--- src/rtl/wip_status.sv ---
`timescale 1ns/1ps
module wip_status #(
  parameter int DW       = 16,
  parameter int PROG_CYC = 3500,
  parameter int SECT_CYC = 4500000,
  parameter int BLK_CYC  = 4500000,
  parameter int CHIP_CYC = 17500000
) (
  input  logic          clk,
  input  logic          rst_n,
  input  logic          start_i,
  input  logic [1:0]    op_i,
  input  logic [DW-1:0] wdata_i,
  input  logic          rd_i,
  input  logic [DW-1:0] arr_data_i,
  output logic [DW-1:0] rd_data_o,
  output logic          busy_o,
  output logic          done_o,
  output logic [1:0]    done_op_o,
  output logic [DW-1:0] done_word_o
);

  localparam int M1   = (PROG_CYC > SECT_CYC) ? PROG_CYC : SECT_CYC;
  localparam int M2   = (BLK_CYC > CHIP_CYC) ? BLK_CYC : CHIP_CYC;
  localparam int MAXC = (M1 > M2) ? M1 : M2;
  localparam int CW   = $clog2(MAXC + 1);
  localparam logic [1:0] OP_PROG = 2'b00;

  logic [CW-1:0] cnt, dur;
  logic          busy, done, tgl;
  logic [1:0]    op_q;
  logic [DW-1:0] word_q, stat;

  always_comb begin
    case (op_i)
      2'b00:   dur = CW'(PROG_CYC);
      2'b01:   dur = CW'(SECT_CYC);
      2'b10:   dur = CW'(BLK_CYC);
      default: dur = CW'(CHIP_CYC);
    endcase
  end

  always_ff @(posedge clk) begin
    if (!rst_n) begin
      busy   <= 1'b0;
      done   <= 1'b0;
      tgl    <= 1'b0;
      cnt    <= '0;
      op_q   <= OP_PROG;
      word_q <= '0;
    end else begin
      done <= 1'b0;
      if (!busy) begin
        if (start_i) begin
          busy   <= 1'b1;
          cnt    <= dur;
          op_q   <= op_i;
          word_q <= wdata_i;
          tgl    <= 1'b0;
        end
      end else begin
        if (rd_i) tgl <= ~tgl;
        cnt <= cnt - 1'b1;
        if (cnt == CW'(1)) begin
          busy <= 1'b0;
          done <= 1'b1;
        end
      end
    end
  end

  always_comb begin
    stat    = '0;
    stat[7] = (op_q == OP_PROG) ? ~word_q[7] : 1'b0;
    stat[6] = tgl;
  end

  assign rd_data_o   = busy ? stat : arr_data_i;
  assign busy_o      = busy;
  assign done_o      = done;
  assign done_op_o   = op_q;
  assign done_word_o = word_q;

endmodule

--- config.mk ---
export PLATFORM = sky130hd
export DESIGN_NAME = wip_status
export DESIGN_NICKNAME = d
export VERILOG_FILES = /design/src/rtl/wip_status.sv
export SDC_FILE = /design/constraint.sdc
export NUM_CORES = 1
export LEC_CHECK = 0
export ABC_AREA = 1
export ABC_CLOCK_PERIOD_IN_PS = 1750
export BUFFER_PORTS_ARGS = -buffer_cell sky130_fd_sc_hd__clkbuf_2
export CELL_PAD_IN_SITES_DETAIL_PLACEMENT = 0
export CELL_PAD_IN_SITES_GLOBAL_PLACEMENT = 1
export CORE_MARGIN = 1.5
export CORE_UTILIZATION = 30
export CTS_BUF_LIST = sky130_fd_sc_hd__clkbuf_4 sky130_fd_sc_hd__clkbuf_8
export DETAILED_ROUTE_END_ITERATION = 10
export HOLD_SLACK_MARGIN = 0.1
export PLACE_DENSITY = 0.69
export SLEW_MARGIN = 20
export SYNTH_ARGS = -nofsm -noshare
export SYNTH_HDL_FRONTEND = slang
export SYNTH_SLANG_ARGS = --single-unit
export TNS_END_PERCENT = 10
--- constraint.sdc ---
create_clock -name clk -period 1.75 [get_ports clk]
set_input_delay 0.2625 -clock clk [delete_from_list [all_inputs] [get_ports clk]]
set_output_delay 0.2625 -clock clk [all_outputs]
set_load 0.01 [all_outputs]
After elaboration in Yosys (flattened, before gate mapping)

Cells that the tools add are included.

Mux-type cells: 12
Magnitude comparators: 0
Bitwise logic cells: 3
Add/subtract/negate cells: 1
Reductions and logical operators: 7
Div/mod/pow operators: 0
Equality and inequality tests: 4
Shifts and indexed selects: 0
$mul: 0

Operators with widths:

| operator                                                                | number |
|---|---|
| 25-bit 2-to-1 mux                                                       | 2 |
| 25-bit one-hot mux with 2 select lines                                  | 1 |
| 25-bit by 1-bit equality test with 1-bit output (second input constant) | 1 |
| 25-bit by 1-bit subtractor with 25-bit output (second input constant)   | 1 |
| 16-bit 2-to-1 mux                                                       | 1 |
| 1-bit 2-to-1 mux                                                        | 8 |
| 2-bit AND reduction                                                     | 3 |
| 2-bit logical NOT                                                       | 2 |
| 1-bit NOT                                                               | 3 |
| 2-bit by 1-bit equality test with 1-bit output (second input constant)  | 1 |
| 2-bit equality test (second input constant)                             | 1 |
| 2-bit inequality test (second input constant)                           | 1 |
| 2-bit nonzero test                                                      | 1 |
| 2-bit OR reduction                                                      | 1 |

RAM bits: 0
Bits in registers: 46
Output and inout bits: 36
Logic and storage cells: 33
Memory bits (read-only): 0
Bits in latches: 0
Input bits: 38
Memories kept: 0

Longest topological paths before layout

Gate-level depths: netlist (run 1).

Word-level depth: 5
Depth in mapped cells: 9
Gate-level depth less buffers: 9

Worst setup path before layout (run 1)

No wires, ideal clock.

Kind: reg2reg
Start point: register cnt[0]
End point: register cnt[20]
Path slack: 426 ps
Path buffers: 0
Arrival time: 1207 ps
Library setup time: 118 ps
Required time: 1632 ps
Period minus slack after synthesis: 1324 ps
Stages on the path, launching flop included: 10
Cell sequence: dfxtp_1 > inv_1 > ha_1 > nand2_2 > nor2_4 > nand2_1 > nor2_1 > nand2_1 > o21ai_0 > nor2_1

Word-level cells in the longest chain between the ends: 2

Ends and longest elaborated chain:

| item                                          | RTL line | RTL |
|---|---|---|
| start, declared                               | 29       | `logic [CW-1:0] cnt, dur;` |
| start signal, assigned                        | 56       | `cnt <= dur;` |
| start signal, assigned                        | 63       | `cnt <= cnt - 1'b1;` |
| 25-bit by 1-bit subtractor with 25-bit output | 63       |  |
| 25-bit 2-to-1 mux                             | 53       | `if (!busy) begin` |

Every way passes these cells.
A chain may end at the register's enable or synchronous reset.

Worst setup path after layout (run 1)

Start point: register busy (netlist: busy_o)
End point: output rd_data_o[7]

Word-level cells in the longest chain between the ends: 1

Ends and longest elaborated chain:

| item                   | RTL line | RTL |
|---|---|---|
| start, declared        | 30       | `logic busy, done, tgl;` |
| start signal, assigned | 45       | `busy <= 1'b0;` |
| start signal, assigned | 55       | `busy <= 1'b1;` |
| start signal, assigned | 65       | `busy <= 1'b0;` |
| 16-bit 2-to-1 mux      | 78       | `assign rd_data_o = busy ? stat : arr_data_i;` |
| end, declared          | 16       | `output logic [DW-1:0] rd_data_o,` |

Every way passes these cells.

==> results of run 1 <==
[cells in the final DEF (no fill, tap or decap), types with 2 or more instances in the layout]
master	instances
sky130_fd_sc_hd__a31oi_1	3
sky130_fd_sc_hd__nor2_4	4
sky130_fd_sc_hd__inv_1	47
sky130_fd_sc_hd__and3_1	2
sky130_fd_sc_hd__clkbuf_2	73
sky130_fd_sc_hd__xnor2_1	2
sky130_fd_sc_hd__nand2_2	3
sky130_fd_sc_hd__o21ai_1	2
sky130_fd_sc_hd__xor2_1	6
sky130_fd_sc_hd__nand4_1	4
sky130_fd_sc_hd__nand2_1	57
sky130_fd_sc_hd__nor2_2	2
sky130_fd_sc_hd__dfxtp_1	46
sky130_fd_sc_hd__buf_4	13
sky130_fd_sc_hd__o22ai_1	3
sky130_fd_sc_hd__a21oi_1	9
sky130_fd_sc_hd__ha_1	5
sky130_fd_sc_hd__clkinvlp_4	2
sky130_fd_sc_hd__nand3_1	18
sky130_fd_sc_hd__clkbuf_8	5
sky130_fd_sc_hd__o21ai_0	42
sky130_fd_sc_hd__nor2_1	90
[how the worst min path moves through the flow]
stage                            endpoint  slack (ps)  cells past startpoint
after floorplan                    cnt[6]         390                      2
after global placement                tgl         460                      2
after detailed placement              tgl         460                      2
after CTS                 done_word_o[15]         190                      3
after global routing      done_word_o[10]         190                      3
final                     done_word_o[11]         200                      3
[cell families after synthesis]
kind of cell / count (synthesis)
AOI/OAI and AO/OA: 63
xor gates and xnor gates: 8
adders and majority gates: 5
buffers and inverters: 61
DFF: 46
and+or+nand+nor: 189
[state kept, by name, summed over array words and instances, names as in the netlist]
signal       cells
busy_o           1
cnt             25
done_word_o     16
done_op_o        2
tgl              1
done_o           1
[power by group through the flow]
stage | clock [uW] | sequential, uW | combinational (uW)
final | 821 | 1210 | 785
after CTS | 846 | 1210 | 787
after global routing | 887 | 1220 | 887
after detailed placement | 0 | 1230 | 783
after global placement | 0 | 1230 | 785
after floorplan | 0 | 1230 | 527
[per-stage QoR]
step / cells / worst slack, ps / hold slack (ps)
after floorplan: 372 / 426 / 393
after global placement: 550 / 293 / 456
after detailed placement: 550 / 230 / 460
after CTS: 558 / 197 / 192
after global routing: 558 / 27.4 / 192
final: 558 / 203 / 196
[layer usage]
metal,GRT usage (%),vias to the layer above,part of all wire (%)
met5,0,-,0
met4,5.35,0,1.6
met3,2.99,10,5.7
met2,25.8,65,45
met1,20.2,1154,47
li1,-,1325,-
[worst min-delay path, cell delays in order]
cell and delay (ps):
sky130_fd_sc_hd__clkbuf_2 70, sky130_fd_sc_hd__o21ai_0 70, sky130_fd_sc_hd__nor2_1 70
[layout make-up]
type                            count  area share, %
Inverter                           48           5.79
Tap cell                          105           4.23
Multi-Input combinational cell    265           41.8
Clock inverter                      3           1.45
Clock buffer                        5           2.21
Sequential cell                    46           29.6
Timing Repair Buffer               86           14.9
==> implementation parameters, run 1 <==
Parameter                              Value

Timing
  Ratio of final minimum period to clock period ... 88.4%
  Post-Route Skew ... 7.96 ps
  Final setup violation count ... 0
  Worst-case headroom to the max-slew limit ... 73.9%
  Worst-Margin Slew ... 391 ps
  Number of max-slew violations in the final report ... 0
  Hold violation total from the final report ... 0
  Setup TNS Final ... 0 ps
  Tmin final ... 1550 ps
  Max Clk Rate ... 646 MHz
  RSZ-0062 raised after global routing ... false

Final layout
  Antenna diodes ... 0
  Area added between synthesis and finish ... 24.9%
  Multi-input combinational cell area ... 1300 sq um
  Final core utilization ... 38.2%
  Final #Nets ... 495
  Fraction of layout instances using a drive strength above 1 ... 24.3%
  Layout fillers ... 885
  Area of all sequential standard cells ... 921 sq um
  Finished Cell Area ... 3110 sq um

Power
  Internal power ... 1860 uW
  Switching share of power ... 34.0%
  Leakage Power ... 0.00155 uW
  Power density of the placed cells ... 904 nW/um^2
  Clock power share ... 29.2%
  Sequential share of power ... 42.9%
  Max IR drop VDD ... 0.427 mV
  Net switching component of the power ... 956 uW
  Sum of internal, switching and leakage power ... 2810 uW
  Share of total power in combinational logic ... 27.9%

Drt
  Drc violations ... 0
  Count of vias placed by the detailed router ... 2554
  Total detailed-routing wirelength ... 6910 um
  Iter 0 DRT Violations ... 114
  Drt first pass iters ... 4
  Number of antenna-violating nets in the routed design ... 0
  Detailed-route vias per instance ... 4.58
  Mean routed wirelength per cell ... 12.4 um

Worst setup path
  Critical path depth in cells ... 3
  First element of the critical path ... busy_o
  Crit. End Element ... primary output
  Count of buffer and inverter cells on the critical path ... 2
  Cell class contributing the biggest share of worst-path delay ... flip-flops
  Required time reported for the critical path endpoint ... 1490 ps
  Destination of the worst register-to-register timing path ... cnt[20]
  Critical path endpoint ... rd_data_o[7]
  Startpoint of the most critical register-to-register path ... cnt[0]
  Reg2reg path depth ... 9
  Critical-path top delay cell ... sky130_fd_sc_hd__dfxtp_1
  Minimum setup slack among reg-to-reg paths ... 200 ps
  Data arrival time of the critical path ... 1280 ps
  CP max FO ... 11
  Largest stage delay on the critical path ... 380 ps
  Critical path start-end classification ... reg2out
  Type of origin of the critical path ... register
  Critical Path, Cell by Cell ... inv_2, o41ai_1, clkbuf_2

Logic synthesis
  Simple-gate portion of the synthesized area ... 33.4%
  Number of cells produced by synthesis ... 372
  Cell taking the most area after synthesis ... sky130_fd_sc_hd__dfxtp_1
  Portion of the post-synthesis area used by sequential elements ... 37.0%
  Number of warnings issued by yosys ... 0
  Mean Syn Cell Area ... 6.69 sq um
  Synth Area in XOR/XNOR ... 2.81%
  Dominant combinational cell family by area after synthesis ... simple AND/OR/NAND/NOR gates
  Post-synthesis mux area share ... 0%
  Fraction of the mapped netlist area in compound gates ... 13.5%
  Adder-cell share of the synthesized area ... 2.51%
  Count of state elements after synthesis ... 46
  Netlist area before placement ... 2490 sq um
  Number of distinct standard cells referenced by the synthesized netlist ... 38
  Fraction of registers with async set/reset ... 0%
  Most numerous cell types in the synthesized netlist ... sky130_fd_sc_hd__nor2_1 (90), sky130_fd_sc_hd__nand2_1 (57), sky130_fd_sc_hd__inv_1 (47)
  Dominant synthesized flop cell ... sky130_fd_sc_hd__dfxtp_1
  Largest cells by area after synthesis ... sky130_fd_sc_hd__dfxtp_1 (37%), sky130_fd_sc_hd__nor2_1 (14%), sky130_fd_sc_hd__nand2_1 (8.6%), sky130_fd_sc_hd__o21ai_0 (8.4%), sky130_fd_sc_hd__inv_1 (7.1%)
  Area share of the leading cell type in the synthesized netlist ... 37.0%
  EDFF count, synth ... 0
  Most common cell in the synthesized netlist ... sky130_fd_sc_hd__nor2_1
  Post-synth net total ... 415

Die
  Initial standard-cell utilization of the core ... 30.6%
  # rows ... 33
  Die span in x ... 94.1 um
  Total core area ... 8130 sq um
  Die Y-Extent ... 94.1 um
  Top-level port count ... 74
  Total Die Area ... 8850 sq um

Placed design
  Cell Area, Placed ... 3000 sq um
  Number of buffers added on ports ... 73
  Global placement routability congestion ... 0.852
  Sum of net half-perimeters after detailed placement ... 5330 um

CTS
  Clock tree root driver cell ... sky130_fd_sc_hd__clkbuf_8
  Count of hold buffers inserted by post-cts repair ... 0
  H-tree levels ... 2
  Num Clock Sinks ... 46
  Quantity of gates resized following cts ... 0
  Max clock buf depth ... 2
  Clock tree from TritonCTS ... done
  Setup fix buffers added after clock tree synthesis ... 0
  Clock-pin slew reported for the worst setup and hold paths after clock tree synthesis ... 100 ps
  Clk Latency, worst-skew pair ... 310 ps
  CTS buffer count ... 5

Status
  Status ... finished clean

Global route
  GRT overflow ... 0
  Total routing resource utilization after global routing ... 15.6%
  First-pass GRT wire length ... 10700 um
  Number of antenna violations at the first check in global routing ... 0
  Number of global-route vias before repair ... 2226
  Maximum number of pins on one net before global-route repair ... 21

Job
  Max cap viols ... 0

Hold path
  Startpoint of the worst hold path ... wdata_i[11]
  Class of the tightest hold or removal check ... in2reg
(Power assumes the default switching activity.)
==> run 2, diff against run 1 <==
- PLACE_DENSITY: 0.69 -> 0.78
==> implementation parameters, run 2 (same netlist as run 1, synthesis figures left out) <==
Parameter                              Value

Worst setup path
  Required time reported for the critical path endpoint ... 1490 ps
  Critical path start-end classification ... reg2out
  Largest stage delay on the critical path ... 350 ps
  Critical-path top delay cell ... sky130_fd_sc_hd__dfxtp_1
  Cell class contributing the biggest share of worst-path delay ... buffers and inverters
  Critical Path, Cell by Cell ... buf_4, buf_4, nor2_1, clkbuf_2
  CP max FO ... 18
  Count of buffer and inverter cells on the critical path ... 3
  First element of the critical path ... busy_o
  Critical Path Most Common Cell ... sky130_fd_sc_hd__buf_4
  Data arrival time of the critical path ... 1320 ps
  Startpoint of the most critical register-to-register path ... cnt[0]
  Crit. End Element ... primary output
  Type of origin of the critical path ... register

Global route
  First-pass GRT wire length ... 11200 um
  Total routing resource utilization after global routing ... 16.3%
  Maximum number of pins on one net before global-route repair ... 21
  Number of global-route vias before repair ... 2394
  Number of antenna violations at the first check in global routing ... 0
  GRT overflow ... 0

Placed design
  Sum of net half-perimeters after detailed placement ... 5140 um
  Cell count after placement ... 547
  Number of buffers added on ports ... 73
  Global placement routability congestion ... 0.869

Drt
  Total detailed-routing wirelength ... 6750 um
  Detailed-route vias per instance ... 4.57
  Iter 0 DRT Violations ... 178
  Number of antenna-violating nets in the routed design ... 0
  Drt first pass iters ... 4
  Mean routed wirelength per cell ... 12.2 um
  Count of vias placed by the detailed router ... 2539
  Drc violations ... 0

Timing
  Hold violation total from the final report ... 0
  Worst-case headroom to the max-slew limit ... 73.7%
  Post-Route Skew ... 9.62 ps
  Max Clk Rate ... 631 MHz
  Ratio of final minimum period to clock period ... 90.6%
  Setup TNS Final ... 0 ps
  Final setup violation count ... 0
  RSZ-0062 raised after global routing ... false
  Number of max-slew violations in the final report ... 0
  Tmin final ... 1590 ps
  Worst-Margin Slew ... 394 ps

Final layout
  Register name with the most flops ... cnt
  Area added between synthesis and finish ... 23.2%
  Count of placed standard cells in the final layout, fillers left out ... 555
  Antenna diodes ... 0
  Final #Nets ... 492
  Leading cell type in the layout, fill and taps excluded ... sky130_fd_sc_hd__nor2_1
  Commonest non-fill, non-tap cells in the layout ... sky130_fd_sc_hd__nor2_1 (90), sky130_fd_sc_hd__clkbuf_2 (73), sky130_fd_sc_hd__nand2_1 (57), sky130_fd_sc_hd__inv_1 (47), sky130_fd_sc_hd__dfxtp_1 (46)
  Layout fillers ... 901
  Fraction of layout instances using a drive strength above 1 ... 23.8%
  Number of flip-flops under the largest register name ... 25

Hold path
  Class of the tightest hold or removal check ... in2reg
  Startpoint of the worst hold path ... wdata_i[4]

CTS
  Setup fix buffers added after clock tree synthesis ... 0
  Clk Latency, worst-skew pair ... 300 ps
  Clock-pin slew reported for the worst setup and hold paths after clock tree synthesis ... 90 ps
  Clock tree root driver cell ... sky130_fd_sc_hd__clkbuf_8
  Num Clock Sinks ... 46
  Quantity of gates resized following cts ... 0
  CTS buffer count ... 5
  Clock tree from TritonCTS ... done
  H-tree levels ... 2
  Max clock buf depth ... 2
  Count of hold buffers inserted by post-cts repair ... 0

Die
  Top-level port count ... 74
  Initial standard-cell utilization of the core ... 30.6%
  Total Die Area ... 8850 sq um
  Die span in x ... 94.1 um
  Die Y-Extent ... 94.1 um
  # rows ... 33
  Total core area ... 8130 sq um

Job
  Max cap viols ... 0

Power
  Leakage Power ... 0.00154 uW
  Power density of the placed cells ... 878 nW/um^2
  Sum of internal, switching and leakage power ... 2700 uW
  Max IR drop VDD ... 0.291 mV

Status
  Status ... finished clean
==> run 2: tightest hold or removal path: stages <==
cell                       delay (ps)
sky130_fd_sc_hd__clkbuf_2          70
sky130_fd_sc_hd__o21ai_0           70
sky130_fd_sc_hd__nor2_1            70
==> run 2: where the power goes <==
part | leakage [uW] | switching, uW | total [uW] | internal (uW)
Sequential | 0.000379 | 69.7 | 1200 | 1130
Clock | 0.0000517 | 378 | 713 | 335
Combinational | 0.00110 | 490 | 778 | 288
Total | 0.00154 | 937 | 2700 | 1760
==> run 2: metrics by stage <==
| stage | util [%] | setup slack [ps] | hold WS, ps | area, sq um |
|---|---|---|---|---|
| 2_1_floorplan | - | 426 | 393 | 2490 |
| 3_3_place_gp | 36.5 | 323 | 454 | 2970 |
| 3_5_place_dp | 36.5 | 286 | 461 | 2970 |
| 4_1_cts | 37.7 | 148 | 199 | 3070 |
| 5_1_grt | 37.7 | 54.7 | 214 | 3070 |
| 6_report | 37.7 | 165 | 208 | 3070 |
==> run 2: layer usage <==
metal	GRT usage [%]	vias up	share of wire (%)	wire [um]
met1	21.9	1133	47	3190
met5	0	-	0	0
met3	2.67	6	4.7	315
li1	-	1327	-	-
met2	26.7	73	47	3170
met4	4.73	0	1.1	75
==> run 2: final cells by class <==
type / instances / area (sq um) / area share, %
Multi-Input combinational cell: 265 / 1300 / 42.4
Timing Repair Buffer: 83 / 440 / 14.4
Clock inverter: 1 / 5.00 / 0.163
Clock buffer: 7 / 90.1 / 2.94
Sequential cell: 46 / 921 / 30.0
Tap cell: 105 / 131 / 4.28
Inverter: 48 / 180 / 5.87
==> run 2: worst paths after layout <==
kind	endpoint	slack (ps)	cells after the start
setup / recovery	rd_data_o[13]	160	4
hold / removal	done_word_o[4]	210	3
setup reg to reg	cnt[20]	240	9
hold reg to reg	tgl	470	2
==> run 3, diff against run 2 <==
- MAX_ROUTING_LAYER: not set -> met4
==> implementation parameters, run 3 (same netlist as run 1, synthesis figures left out) <==
Parameter                              Value

Status
  Status ... finished clean

Die
  # rows ... 33
  Die span in x ... 94.1 um
  Die Y-Extent ... 94.1 um
  Top-level port count ... 74
  Initial standard-cell utilization of the core ... 30.6%
  Total Die Area ... 8850 sq um
  Total core area ... 8130 sq um

CTS
  Clk Latency, worst-skew pair ... 310 ps
  CTS buffer count ... 5
  Count of hold buffers inserted by post-cts repair ... 0
  Clock tree root driver cell ... sky130_fd_sc_hd__clkbuf_8
  Clock-pin slew reported for the worst setup and hold paths after clock tree synthesis ... 90 ps
  Num Clock Sinks ... 46
  Max clock buf depth ... 2
  Setup fix buffers added after clock tree synthesis ... 0
  Clock tree from TritonCTS ... done
  Quantity of gates resized following cts ... 0
  H-tree levels ... 2

Timing
  Final setup violation count ... 0
  RSZ-0062 raised after global routing ... false
  Hold violation total from the final report ... 0
  Ratio of final minimum period to clock period ... 91.1%
  Setup TNS Final ... 0 ps
  Max Clk Rate ... 627 MHz
  Tmin final ... 1590 ps
  Number of max-slew violations in the final report ... 0
  Post-Route Skew ... 10.2 ps
  Worst-Margin Slew ... 399 ps
  Worst-case headroom to the max-slew limit ... 73.4%
  Post-Route Hold Slack ... 202 ps

Final layout
  Leading cell type in the layout, fill and taps excluded ... sky130_fd_sc_hd__nor2_1
  Area of all sequential standard cells ... 921 sq um
  Area added between synthesis and finish ... 23.2%
  Layout fillers ... 901
  Number of flip-flops under the largest register name ... 25
  Antenna diodes ... 0
  Commonest non-fill, non-tap cells in the layout ... sky130_fd_sc_hd__nor2_1 (90), sky130_fd_sc_hd__clkbuf_2 (73), sky130_fd_sc_hd__nand2_1 (57), sky130_fd_sc_hd__inv_1 (47), sky130_fd_sc_hd__dfxtp_1 (46)
  Register name with the most flops ... cnt
  Multi-input combinational cell area ... 1300 sq um
  Finished Cell Area ... 3070 sq um
  Final #Nets ... 492
  Fraction of layout instances using a drive strength above 1 ... 23.8%

Power
  Max IR drop VDD ... 0.292 mV
  Leakage Power ... 0.00154 uW
  Power density of the placed cells ... 880 nW/um^2
  Sum of internal, switching and leakage power ... 2700 uW

Worst setup path
  CP max FO ... 18
  Data arrival time of the critical path ... 1330 ps
  Crit. End Element ... primary output
  Reg2reg path depth ... 8
  Startpoint of the most critical register-to-register path ... cnt[6]
  Required time reported for the critical path endpoint ... 1490 ps
  Critical path start-end classification ... reg2out
  Minimum setup slack among reg-to-reg paths ... 260 ps
  Type of origin of the critical path ... register
  Destination of the worst register-to-register timing path ... cnt[22]

Drt
  Drt first pass iters ... 4
  Count of vias placed by the detailed router ... 2521
  Iter 0 DRT Violations ... 180
  Drc violations ... 0
  Mean routed wirelength per cell ... 12.2 um
  Number of antenna-violating nets in the routed design ... 0
  Detailed-route vias per instance ... 4.54
  Total detailed-routing wirelength ... 6770 um

Placed design
  Number of buffers added on ports ... 73
  Global placement routability congestion ... 0.884
  Sum of net half-perimeters after detailed placement ... 5140 um
  Cell Area, Placed ... 2970 sq um

Global route
  First-pass GRT wire length ... 11200 um
  Total routing resource utilization after global routing ... 16.7%
  Number of antenna violations at the first check in global routing ... 0
  Maximum number of pins on one net before global-route repair ... 21
  GRT overflow ... 0
  Number of global-route vias before repair ... 2396

Hold path
  Startpoint of the worst hold path ... wdata_i[4]
  Number of stages on the worst hold path ... 3
  Hold-critical path endpoint ... done_word_o[4]
  Class of the tightest hold or removal check ... in2reg

Job
  Max cap viols ... 0
## run 3: cell counts in the layout (fill, tap and decap cells not counted)
No cell type changed its count.
## run 3: worst max-delay path by stage
| stage | start | endpoint | slack, ps | cells past startpoint |
|---|---|---|---|---|
| global route | busy_o | rd_data_o[14] | 60 | 4 |
| floorplan | cnt[0] | cnt[20] | 430 | 9 |
| global placement | op_i[1] | cnt[15] | 320 | 9 |
| CTS | busy_o | rd_data_o[13] | 150 | 4 |
| detailed placement | cnt[0] | cnt[22] | 290 | 9 |
| finish | busy_o | rd_data_o[13] | 160 | 4 |
## run 3: cell type report
type,instances,area share [%]
sequential,46,30.0
inverter,48,5.87
clock buffer,7,2.94
multi-input combinational,265,42.4
tap,105,4.28
clock inverter,1,0.163
timing repair buffer,83,14.4
## run 3: critical path, cell delays in order (launching register included)
cell                       delay (ps)
sky130_fd_sc_hd__dfxtp_1          350
sky130_fd_sc_hd__buf_4            220
sky130_fd_sc_hd__buf_4            250
sky130_fd_sc_hd__nor2_1            70
sky130_fd_sc_hd__clkbuf_2         130
## run 3: report_power, final
group / leakage, uW / total (uW) / switching [uW] / internal [uW]
clock network: 0.0000517 / 719 / 384 / 335
registers: 0.000379 / 1200 / 69.8 / 1130
logic: 0.00110 / 777 / 489 / 288
total: 0.00154 / 2700 / 943 / 1760
## run 3: stage by stage
stage                     setup slack, ps  utilization, %  instances
after global placement                323            36.5        547
after detailed placement              286            36.5        547
after CTS                             148            37.7        555
final                                 156            37.7        555
after global routing                 58.6            37.7        555
after floorplan                       426               -        372
## run 3: layer usage
| layer | routed length [um] | part of all wire (%) | track usage (%) | up-vias |
|---|---|---|---|---|
| met2 | 3160 | 47 | 26.8 | 59 |
| li1 | - | - | - | 1326 |
| met4 | 62 | 0.92 | 4.73 | 0 |
| met5 | 0 | 0 | - | - |
| met3 | 257 | 3.8 | 2.51 | 6 |
| met1 | 3290 | 49 | 21.9 | 1130 |
